## src/rtl/rtc_regport_pkg.sv

```systemverilog
package rtc_regport_pkg;
  localparam int IDX_W  = 7;
  localparam int DATA_W = 8;

  localparam logic [IDX_W-1:0] IX_ALM_BASE   = 7'h01;
  localparam int               IX_ALM_STRIDE = 2;
  localparam int               ALM_FIELDS    = 3;

  localparam logic [IDX_W-1:0] IX_CTL_A = 7'h0A;
  localparam logic [IDX_W-1:0] IX_CTL_B = 7'h0B;
  localparam logic [IDX_W-1:0] IX_CTL_C = 7'h0C;
  localparam logic [IDX_W-1:0] IX_CTL_D = 7'h0D;

  localparam int A_UIP  = 7;
  localparam int B_SET  = 7;
  localparam int B_PIE  = 6;
  localparam int B_AIE  = 5;
  localparam int B_UIE  = 4;
  localparam int B_SQWE = 3;
  localparam int C_IRQF = 7;
  localparam int C_PF   = 6;
  localparam int C_AF   = 5;
  localparam int C_UF   = 4;

  localparam logic [DATA_W-1:0] POR_A = 8'h26;
  localparam logic [DATA_W-1:0] POR_B = 8'h02;
  localparam logic [DATA_W-1:0] POR_D = 8'h80;
  localparam logic [DATA_W-1:0] DEVRST_B_CLR =
    (8'h1 << B_PIE) | (8'h1 << B_AIE) | (8'h1 << B_SQWE);

  typedef struct packed {
    logic              wr;
    logic              rd;
    logic [IDX_W-1:0]  idx;
    logic [DATA_W-1:0] data;
  } reg_acc_t;
endpackage

```

## src/rtl/rtc_bus_decode.sv

```systemverilog
module rtc_bus_decode
  import rtc_regport_pkg::*;
(
  input  logic              clk,
  input  logic              rst_n,
  input  logic              bus_sel,
  input  logic              bus_we,
  input  logic              bus_addr,
  input  logic [DATA_W-1:0] bus_wdata,
  output reg_acc_t          acc
);
  logic [IDX_W-1:0] idx_q, idx_d;
  logic             idx_en;

  assign idx_en = bus_sel & bus_we & ~bus_addr;

  always_comb begin
    idx_d = idx_q;
    if (idx_en) idx_d = bus_wdata[IDX_W-1:0];
  end

  always_ff @(posedge clk or negedge rst_n) begin
    if (!rst_n) idx_q <= '0;
    else        idx_q <= idx_d;
  end

  assign acc.wr   = bus_sel & bus_we & bus_addr;
  assign acc.rd   = bus_sel & ~bus_we & bus_addr;
  assign acc.idx  = idx_q;
  assign acc.data = bus_wdata;

  // the index changes only through an even-address write
  a_r2_idx_hold: assert property (@(posedge clk) disable iff (!rst_n)
    !idx_en |=> idx_q == $past(idx_q));
endmodule

```

## src/rtl/rtc_alarm_match.sv

```systemverilog
module rtc_alarm_match
  import rtc_regport_pkg::*;
#(
  parameter int FIELDS = ALM_FIELDS
) (
  input  logic                     clk,
  input  logic                     rst_n,
  input  logic                     wr_en,
  input  logic [IDX_W-1:0]         wr_idx,
  input  logic [DATA_W-1:0]        wr_data,
  input  logic [FIELDS*DATA_W-1:0] cur_time,
  output logic                     idx_hit,
  output logic [DATA_W-1:0]        rd_byte,
  output logic                     all_match
);
  logic [FIELDS-1:0]        sel_vec;
  logic [FIELDS-1:0]        field_ok;
  logic [FIELDS*DATA_W-1:0] alm_flat;

  for (genvar gi = 0; gi < FIELDS; gi++) begin : g_field
    localparam logic [IDX_W-1:0] FIELD_IX = IX_ALM_BASE + IDX_W'(IX_ALM_STRIDE * gi);
    logic [DATA_W-1:0] alm_q, alm_d;
    logic [DATA_W-1:0] now_b;

    assign sel_vec[gi] = (wr_idx == FIELD_IX);
    assign now_b       = cur_time[gi*DATA_W +: DATA_W];

    always_comb begin
      alm_d = alm_q;
      if (wr_en && sel_vec[gi]) alm_d = wr_data;
    end

    always_ff @(posedge clk or negedge rst_n) begin
      if (!rst_n) alm_q <= '0;
      else        alm_q <= alm_d;
    end

    assign field_ok[gi] = (alm_q[DATA_W-1 -: 2] == 2'b11) || (alm_q == now_b);
    assign alm_flat[gi*DATA_W +: DATA_W] = alm_q;
  end

  always_comb begin
    rd_byte = '0;
    for (int k = 0; k < FIELDS; k++)
      if (sel_vec[k]) rd_byte = alm_flat[k*DATA_W +: DATA_W];
  end

  assign idx_hit   = |sel_vec;
  assign all_match = &field_ok;

  // at most one alarm field is addressed at a time
  a_r8_sel_onehot: assert property (@(posedge clk) disable iff (!rst_n)
    $onehot0(sel_vec));
endmodule

```

## src/rtl/rtc_byte_store.sv

```systemverilog
module rtc_byte_store
  import rtc_regport_pkg::*;
#(
  parameter int AW = IDX_W
) (
  input  logic              clk,
  input  logic              we,
  input  logic [AW-1:0]     addr,
  input  logic [DATA_W-1:0] wdata,
  output logic [DATA_W-1:0] rdata
);
  localparam int DEPTH = 1 << AW;
  logic [DATA_W-1:0] mem [DEPTH];

  always_ff @(posedge clk) begin
    if (we) mem[addr] <= wdata;
  end

  assign rdata = mem[addr];
endmodule

```

## src/rtl/rtc_ctrl_regs.sv

```systemverilog
module rtc_ctrl_regs
  import rtc_regport_pkg::*;
(
  input  logic              clk,
  input  logic              rst_n,
  input  reg_acc_t          acc,
  input  logic              dev_rst,
  input  logic              upd_start,
  input  logic              upd_done,
  input  logic              per_tick,
  input  logic              alarm_hit,
  output logic [DATA_W-1:0] reg_a,
  output logic [DATA_W-1:0] reg_b,
  output logic [DATA_W-1:0] reg_c,
  output logic [DATA_W-1:0] reg_d,
  output logic              irq
);
  logic              uip_q, uip_d;
  logic [6:0]        a_lo_q, a_lo_d;
  logic [DATA_W-1:0] b_q, b_d;
  logic [3:0]        c_q, c_d;
  logic              irq_q, irq_d;
  logic              wr_a, wr_b, wr_c, rd_c, frozen;
  logic              ev_uf, ev_af, ev_pf, raise;
  logic [3:0]        c_new;

  assign wr_a   = acc.wr && (acc.idx == IX_CTL_A);
  assign wr_b   = acc.wr && (acc.idx == IX_CTL_B);
  assign wr_c   = acc.wr && (acc.idx == IX_CTL_C);
  assign rd_c   = acc.rd && (acc.idx == IX_CTL_C);
  assign frozen = b_q[B_SET];

  assign ev_uf = upd_done & ~frozen;
  assign ev_af = ev_uf & alarm_hit;
  assign ev_pf = per_tick;
  assign raise = (ev_uf & b_q[B_UIE]) | (ev_af & b_q[B_AIE]) | (ev_pf & b_q[B_PIE]);
  assign c_new = {raise, ev_pf, ev_af, ev_uf};

  always_comb begin
    uip_d = uip_q;
    if (wr_b && acc.data[B_SET])   uip_d = 1'b0;
    else if (upd_done)             uip_d = 1'b0;
    else if (upd_start && !frozen) uip_d = 1'b1;

    a_lo_d = wr_a ? acc.data[6:0] : a_lo_q;

    b_d = wr_b ? acc.data : b_q;
    if (dev_rst) b_d = b_d & ~DEVRST_B_CLR;

    c_d   = (rd_c ? 4'h0 : c_q) | c_new;
    irq_d = (rd_c ? 1'b0 : irq_q) | raise;
    if (dev_rst) begin
      c_d   = 4'h0;
      irq_d = 1'b0;
    end
  end

  always_ff @(posedge clk or negedge rst_n) begin
    if (!rst_n) begin
      uip_q  <= POR_A[A_UIP];
      a_lo_q <= POR_A[6:0];
      b_q    <= POR_B;
      c_q    <= 4'h0;
      irq_q  <= 1'b0;
    end else begin
      uip_q  <= uip_d;
      a_lo_q <= a_lo_d;
      b_q    <= b_d;
      c_q    <= c_d;
      irq_q  <= irq_d;
    end
  end

  assign reg_a = {uip_q, a_lo_q};
  assign reg_b = b_q;
  assign reg_c = {c_q, 4'h0};
  assign reg_d = POR_D;
  assign irq   = irq_q;

  a_r3_uip_keep: assert property (@(posedge clk) disable iff (!rst_n)
    (wr_a && !upd_start && !upd_done) |=> reg_a[A_UIP] == $past(reg_a[A_UIP]));
  a_r4_set_clears_uip: assert property (@(posedge clk) disable iff (!rst_n)
    (wr_b && acc.data[B_SET]) |=> !reg_a[A_UIP]);
  a_r5_c_write_ignored: assert property (@(posedge clk) disable iff (!rst_n)
    (wr_c && !upd_done && !per_tick && !dev_rst) |=> reg_c == $past(reg_c));
  a_r6_uf_sets: assert property (@(posedge clk) disable iff (!rst_n)
    (upd_done && !frozen && !dev_rst) |=> reg_c[C_UF]);
  a_r7_read_clears: assert property (@(posedge clk) disable iff (!rst_n)
    (rd_c && !upd_done && !per_tick) |=> (reg_c == 8'h00) && !irq);
  a_r9_pf_sets: assert property (@(posedge clk) disable iff (!rst_n)
    (per_tick && !dev_rst) |=> reg_c[C_PF]);
  a_r10_devrst: assert property (@(posedge clk) disable iff (!rst_n)
    dev_rst |=> (reg_c == 8'h00) && !irq && ((reg_b & DEVRST_B_CLR) == 8'h00));
  a_r7_irq_has_flag: assert property (@(posedge clk) disable iff (!rst_n)
    irq |-> reg_c[C_IRQF]);
endmodule

```

## src/rtl/rtc_regport.sv

```systemverilog
module rtc_regport
  import rtc_regport_pkg::*;
(
  input  logic       clk,
  input  logic       rst_n,
  input  logic       bus_sel,
  input  logic       bus_we,
  input  logic       bus_addr,
  input  logic [7:0] bus_wdata,
  output logic [7:0] bus_rdata,
  input  logic       dev_rst,
  input  logic       upd_start,
  input  logic       upd_done,
  input  logic       per_tick,
  input  logic [7:0] cur_sec,
  input  logic [7:0] cur_min,
  input  logic [7:0] cur_hour,
  output logic       irq
);
  logic [1:0] rst_pipe;
  logic       rst_s_n;

  always_ff @(posedge clk or negedge rst_n) begin
    if (!rst_n) rst_pipe <= 2'b00;
    else        rst_pipe <= {rst_pipe[0], 1'b1};
  end
  assign rst_s_n = rst_pipe[1];

  reg_acc_t          acc;
  logic              alm_idx_hit, alm_match, ctl_idx_hit, store_we;
  logic [DATA_W-1:0] alm_byte, store_byte, ra, rb, rc, rd, sel_byte;

  rtc_bus_decode u_dec (
    .clk(clk), .rst_n(rst_s_n), .bus_sel(bus_sel), .bus_we(bus_we),
    .bus_addr(bus_addr), .bus_wdata(bus_wdata), .acc(acc)
  );

  rtc_alarm_match #(.FIELDS(ALM_FIELDS)) u_alm (
    .clk(clk), .rst_n(rst_s_n), .wr_en(acc.wr), .wr_idx(acc.idx),
    .wr_data(acc.data), .cur_time({cur_hour, cur_min, cur_sec}),
    .idx_hit(alm_idx_hit), .rd_byte(alm_byte), .all_match(alm_match)
  );

  rtc_ctrl_regs u_ctl (
    .clk(clk), .rst_n(rst_s_n), .acc(acc), .dev_rst(dev_rst),
    .upd_start(upd_start), .upd_done(upd_done), .per_tick(per_tick),
    .alarm_hit(alm_match), .reg_a(ra), .reg_b(rb), .reg_c(rc), .reg_d(rd),
    .irq(irq)
  );

  assign ctl_idx_hit = (acc.idx >= IX_CTL_A) && (acc.idx <= IX_CTL_D);
  assign store_we    = acc.wr && !ctl_idx_hit && !alm_idx_hit;

  rtc_byte_store #(.AW(IDX_W)) u_store (
    .clk(clk), .we(store_we), .addr(acc.idx), .wdata(acc.data),
    .rdata(store_byte)
  );

  always_comb begin
    unique case (1'b1)
      (acc.idx == IX_CTL_A): sel_byte = ra;
      (acc.idx == IX_CTL_B): sel_byte = rb;
      (acc.idx == IX_CTL_C): sel_byte = rc;
      (acc.idx == IX_CTL_D): sel_byte = rd;
      alm_idx_hit:           sel_byte = alm_byte;
      default:               sel_byte = store_byte;
    endcase
  end

  assign bus_rdata = bus_addr ? sel_byte : 8'hFF;
endmodule

```

## config.mk

```make
export PLATFORM = sky130hd
export DESIGN_NAME = rtc_regport
export DESIGN_NICKNAME = d
export VERILOG_FILES = /design/src/rtl/rtc_regport_pkg.sv /design/src/rtl/rtc_bus_decode.sv /design/src/rtl/rtc_alarm_match.sv /design/src/rtl/rtc_byte_store.sv /design/src/rtl/rtc_ctrl_regs.sv /design/src/rtl/rtc_regport.sv
export SDC_FILE = /design/constraint.sdc
export NUM_CORES = 1
export LEC_CHECK = 0
export BUFFER_PORTS_ARGS = -buffer_cell sky130_fd_sc_hd__buf_2
export CORE_MARGIN = 1
export CORE_UTILIZATION = 25
export DETAILED_ROUTE_END_ITERATION = 8
export PLACE_DENSITY = 0.5
export SLEW_MARGIN = 20
export SYNTH_ARGS = -nofsm -noshare
export SYNTH_HDL_FRONTEND = slang
export SYNTH_SLANG_ARGS = --single-unit
```

## constraint.sdc

```tcl
create_clock -name clk -period 2.7 [get_ports clk]
set_input_delay 0.405 -clock clk [delete_from_list [all_inputs] [get_ports clk]]
set_output_delay 0.405 -clock clk [all_outputs]
set_load 0.05 [all_outputs]
```

==> impl_summary.md <==
Run status
The flow ran to the end, but the final reports show violations. The checks that failed: setup timing.

Die
The initialized floorplan defines roughly 150 standard-cell rows. The starting density of the core is 0.2519. The height of the chip is ~410 microns. The overall die width is between 400 and 500 microns.

The I/O pin count is 50. The die footprint is approximately 170000 sq um. The standard cell core area is 169300 sq um.

GRT
The wire length of the first global-routing pass is around 170000 microns. Global routing finished with a remaining overflow of 0. The routing usage on met1 is 0.1751. After global routing, the most crowded layer is met2. For met3 alone, demand over resource in global routing was 0.01827. The number of global-route vias before repair was approximately 24k.

The number of antenna violations at the first check in global routing came to 1. The met2 routing resource usage after global routing is 0.2123. In the global route stage, overall resource usage came out at 0.1295. Entering global routing, the biggest net connects 72 pins.

Route
After detailed routing, the average wire length per cell comes to between 20 and 25 microns. The overall via count from detail_route is roughly 24k. The count of TritonRoute iterations in the first routing pass is 6. The DRC marker count from the first detailed-route iteration is approximately 1.7k. The number of nets with antenna violations after detailed routing is 0.

Dividing the detail-routed via count by the number of cells gives roughly 4.5. For this run, design rule violations remaining after detail routing come to 0. Summed over all layers, the routed wires come to around 120000 microns.

Hold path
The path class of the tightest hold or removal check is primary input to flop.

Cells and area
From synthesis to final layout, the design area changed by 27.48%. The final core utilization is 0.3211. The count of antenna diodes in the layout is 0. In the final design database the tool counted slightly above 3k nets. The proportion of layout cells with a drive suffix above 1 is 0.2708. The summed area of non-filler cells in the final layout is around 54000 sq um.

CTS
The CTS tree is built. The number of clock sinks is between 1k and 1.5k. The maximum level of the CTS H-tree is 3. The clock-pin slew of the registers on the worst-case setup and hold paths is 0.06 ns. The clock passes through at most 3 buffers. TritonCTS created around 110 clock buffers. The root buffer cell is clkbuf_16.

The clock latency on the worst-skew pair is between 0.6 and 0.7 ns.

Placed design
The worst setup slack after placement is -1.464 ns. The last weighted congestion value of the routability-driven placer is roughly 0.82. Summing all placed instances gives a cell area of 49010 sq um. The count of buffers inserted at the top-level ports is 49. Once detailed placement completed, the half-perimeter wirelength came to between 70000 and 80000 microns.

Power
Summed over all nets, the switching power comes to around 11 mW. The largest voltage drop on the vdd net is approximately 0.61 mV. The share of total power dissipated in sequential elements is 0.450. The combinational power share is 0.184. In this run the static leakage power is roughly 19 nW. The internal portion of the total power is 30.67 mW. The total power draw is approximately 41 mW. The power per cell area is 760.0 nW/um^2. Of the total power, the clock network draws 0.365. The switching part of the total is 0.2576.

Timing
Static timing analysis puts the maximum clock frequency at roughly 250 MHz. Across the routed clock network, the largest skew measured is 0.02137 ns. In the finished design, the share of the clock period the worst path needs comes to 1.498. The total setup violations reported at the end of the flow is 8. For the pin with the worst max-slew slack, the measured transition is between 0.8 and 0.9 ns. The count of pins over their slew limit is 0. Measured against its own limit, the worst slew margin works out to 0.4352. Setup repair after global routing could not meet its margin everywhere. For the finished layout, the period the worst path requires is 4.045 ns. The worst setup slack after layout is -1.345 ns.

The count of endpoints failing hold in the final timing report is 0. Adding up every negative setup slack in the final design gives -10.32 ns.

Worst setup path
The most used cell along the critical path is buf_4. STA puts the critical path data arrival time at between 3 and 4 ns. Together, buffers and inverters on the worst path number 7. The capturing element type of the critical path is an output port.

The maximum single-stage delay on the critical path is ~0.52 ns. Walking the worst path, the cells encountered are buf_12 > buf_16 > buf_12 > mux2i_1 > o22ai_1 > o21ai_2 > buf_4 > a41oi_1 > buf_4 > o41ai_4 > buf_4 > o2111ai_2 > buf_6. The slowest stage of the critical path belongs to the cell dfrtp_4.

Among cell families on the critical path, the largest total delay comes from buffers and inverters. The worst setup path is of the flop to output port kind. STA puts the critical path data required time at roughly 2.3 ns.

The category of the worst setup path launch point is a flop. Of all nets on the critical path, the largest fanout is 10.

Logic synthesis
The total of warnings raised by yosys is 0. The synthesized design contains 1024 enable-type register cells. Ranked by instance count, the synthesized netlist is headed by edfxtp_1 (1024), mux2i_1 (528), o22ai_1 (259). The library cell with the largest summed area after synthesis is edfxtp_1. The share of Yosys cell area claimed by the top area cell type is 0.7212. Among all cell types in the netlist, the one instantiated most often is edfxtp_1. The post-synthesis async set-or-reset flop share is 0.05009. The synthesized flop and latch total is 1078.

The count of different cell masters after synthesis is 39. In the post-synthesis netlist, the biggest area contributors are edfxtp_1 (72%), mux2i_1 (12%), o22ai_1 (3.8%), dfrtp_1 (2.9%), o21ai_0 (1.6%). Averaged over all synthesized cells, the footprint is around 17 sq um. The summed instance area of the synthesized netlist is 42630 sq um. The predominant post-synthesis flop cell is edfxtp_1. Synthesis produced about 2.5k cells. The sequential element share of the synthesized area is 0.7530.

Flow run
Max-cap violations in this run came to 0.
==> registers in the layout, summed over array words and instances (netlist names) <==
name                 count
u_ctl.irq                1
u_ctl.reg_b              8
rst_pipe                 2
u_store.mem           1024
u_ctl.uip_q              1
u_alm.g_field.alm_q     24
u_ctl.c_q                4
u_dec.idx_q              7
u_ctl.a_lo_q             7
==> metrics by stage <==
stage	hold slack (ns)	instances
3_3_place_gp	0.1904	5090
4_1_cts	0.06904	5308
2_1_floorplan	0.1094	2556
6_report	0.1010	5338
5_1_grt	0.08551	5338
3_5_place_dp	0.1955	5090
==> worst register-to-register path, cell delays in order (launching register included) <==
cell       delay, ns
dfrtp_4         0.52
buf_4           0.16
buf_12          0.14
buf_12          0.18
nand3_2         0.08
o21ai_2         0.06
nand2_2         0.12
clkbuf_16       0.18
buf_4           0.14
nand3_4         0.14
clkbuf_16       0.27
nor2_1          0.14
buf_6           0.17
==> power by group through the flow <==
stage	combinational [mW]	sequential [mW]	clock, mW
floorplan	3.41	18.9	0
global route	8.00	18.6	16.1
finish	7.61	18.6	15.1
CTS	7.10	18.6	15.4
global placement	6.64	18.9	0
detailed placement	6.64	18.9	0
==> final cells by class <==
class / count / area [sq um]
clock buffers: 155 / 3118
fillers: 16503 / 114900
multi-input cells: 1327 / 10820
flip-flops and latches: 1078 / 32110
well taps: 2218 / 2775
inverters: 2 / 7.507
clock inverters: 52 / 465.4
repair buffers: 506 / 5055
==> path summary, 6_finish.rpt <==
path	slack, ns	cells after the start	to	start
worst min-delay path	0.10	1	u_store.mem[93][6]	bus_wdata[6]
worst max register to register	0.09	12	u_store.mem[83][3]	u_dec.idx_q[0]
min in group asynchronous	0.27	0	u_alm.g_field[0].alm_q[3]	rst_pipe[1]
worst min register to register	0.27	0	u_alm.g_field[0].alm_q[3]	rst_pipe[1]
max in group asynchronous	1.75	1	u_ctl.reg_b[1]	rst_pipe[1]
worst max-delay path	-1.35	13	bus_rdata[2]	u_dec.idx_q[0]
==> cells in the final DEF, fill, tap and decap left out, drive strengths merged, types with 42 or more instances in the layout <==
| master | count |
|---|---|
| o22ai | 259 |
| o21ai | 140 |
| dfrtp | 50 |
| mux2i | 528 |
| mux2 | 42 |
| buf | 491 |
| edfxtp | 1024 |
| clkbuf | 163 |
| conb | 57 |
| nor2 | 137 |
==> repair_timing <==
| action | 4_1_cts | 5_1_grt |
|---|---|---|
| gates resized for setup | 116 | 202 |
| buffers inserted | 2 | 26 |
| pin swaps | 13 | 37 |
| hold buffers | 6 | 0 |
| hold endpoints to repair | 11 | 0 |
| setup endpoints to repair | 110 | 280 |
| cloned | 5 | 8 |
==> cells by family after synthesis <==
group / count (synthesis) / synth area share
simple gates: 218 / 0.02178
other cells: 2 / 0.0001761
flops: 1078 / 0.7530
mux: 570 / 0.1351
buf+inv: 151 / 0.01911
compound gates: 458 / 0.06591
xor+xnor: 24 / 0.004930
==> per-layer routing <==
metal,routed length (microns),up-vias
met5,13,-
met4,3386,2
met3,5102,182
met2,55720,529
met1,51670,12304
li1,-,11005
Power figures use the tool's default switching activity.
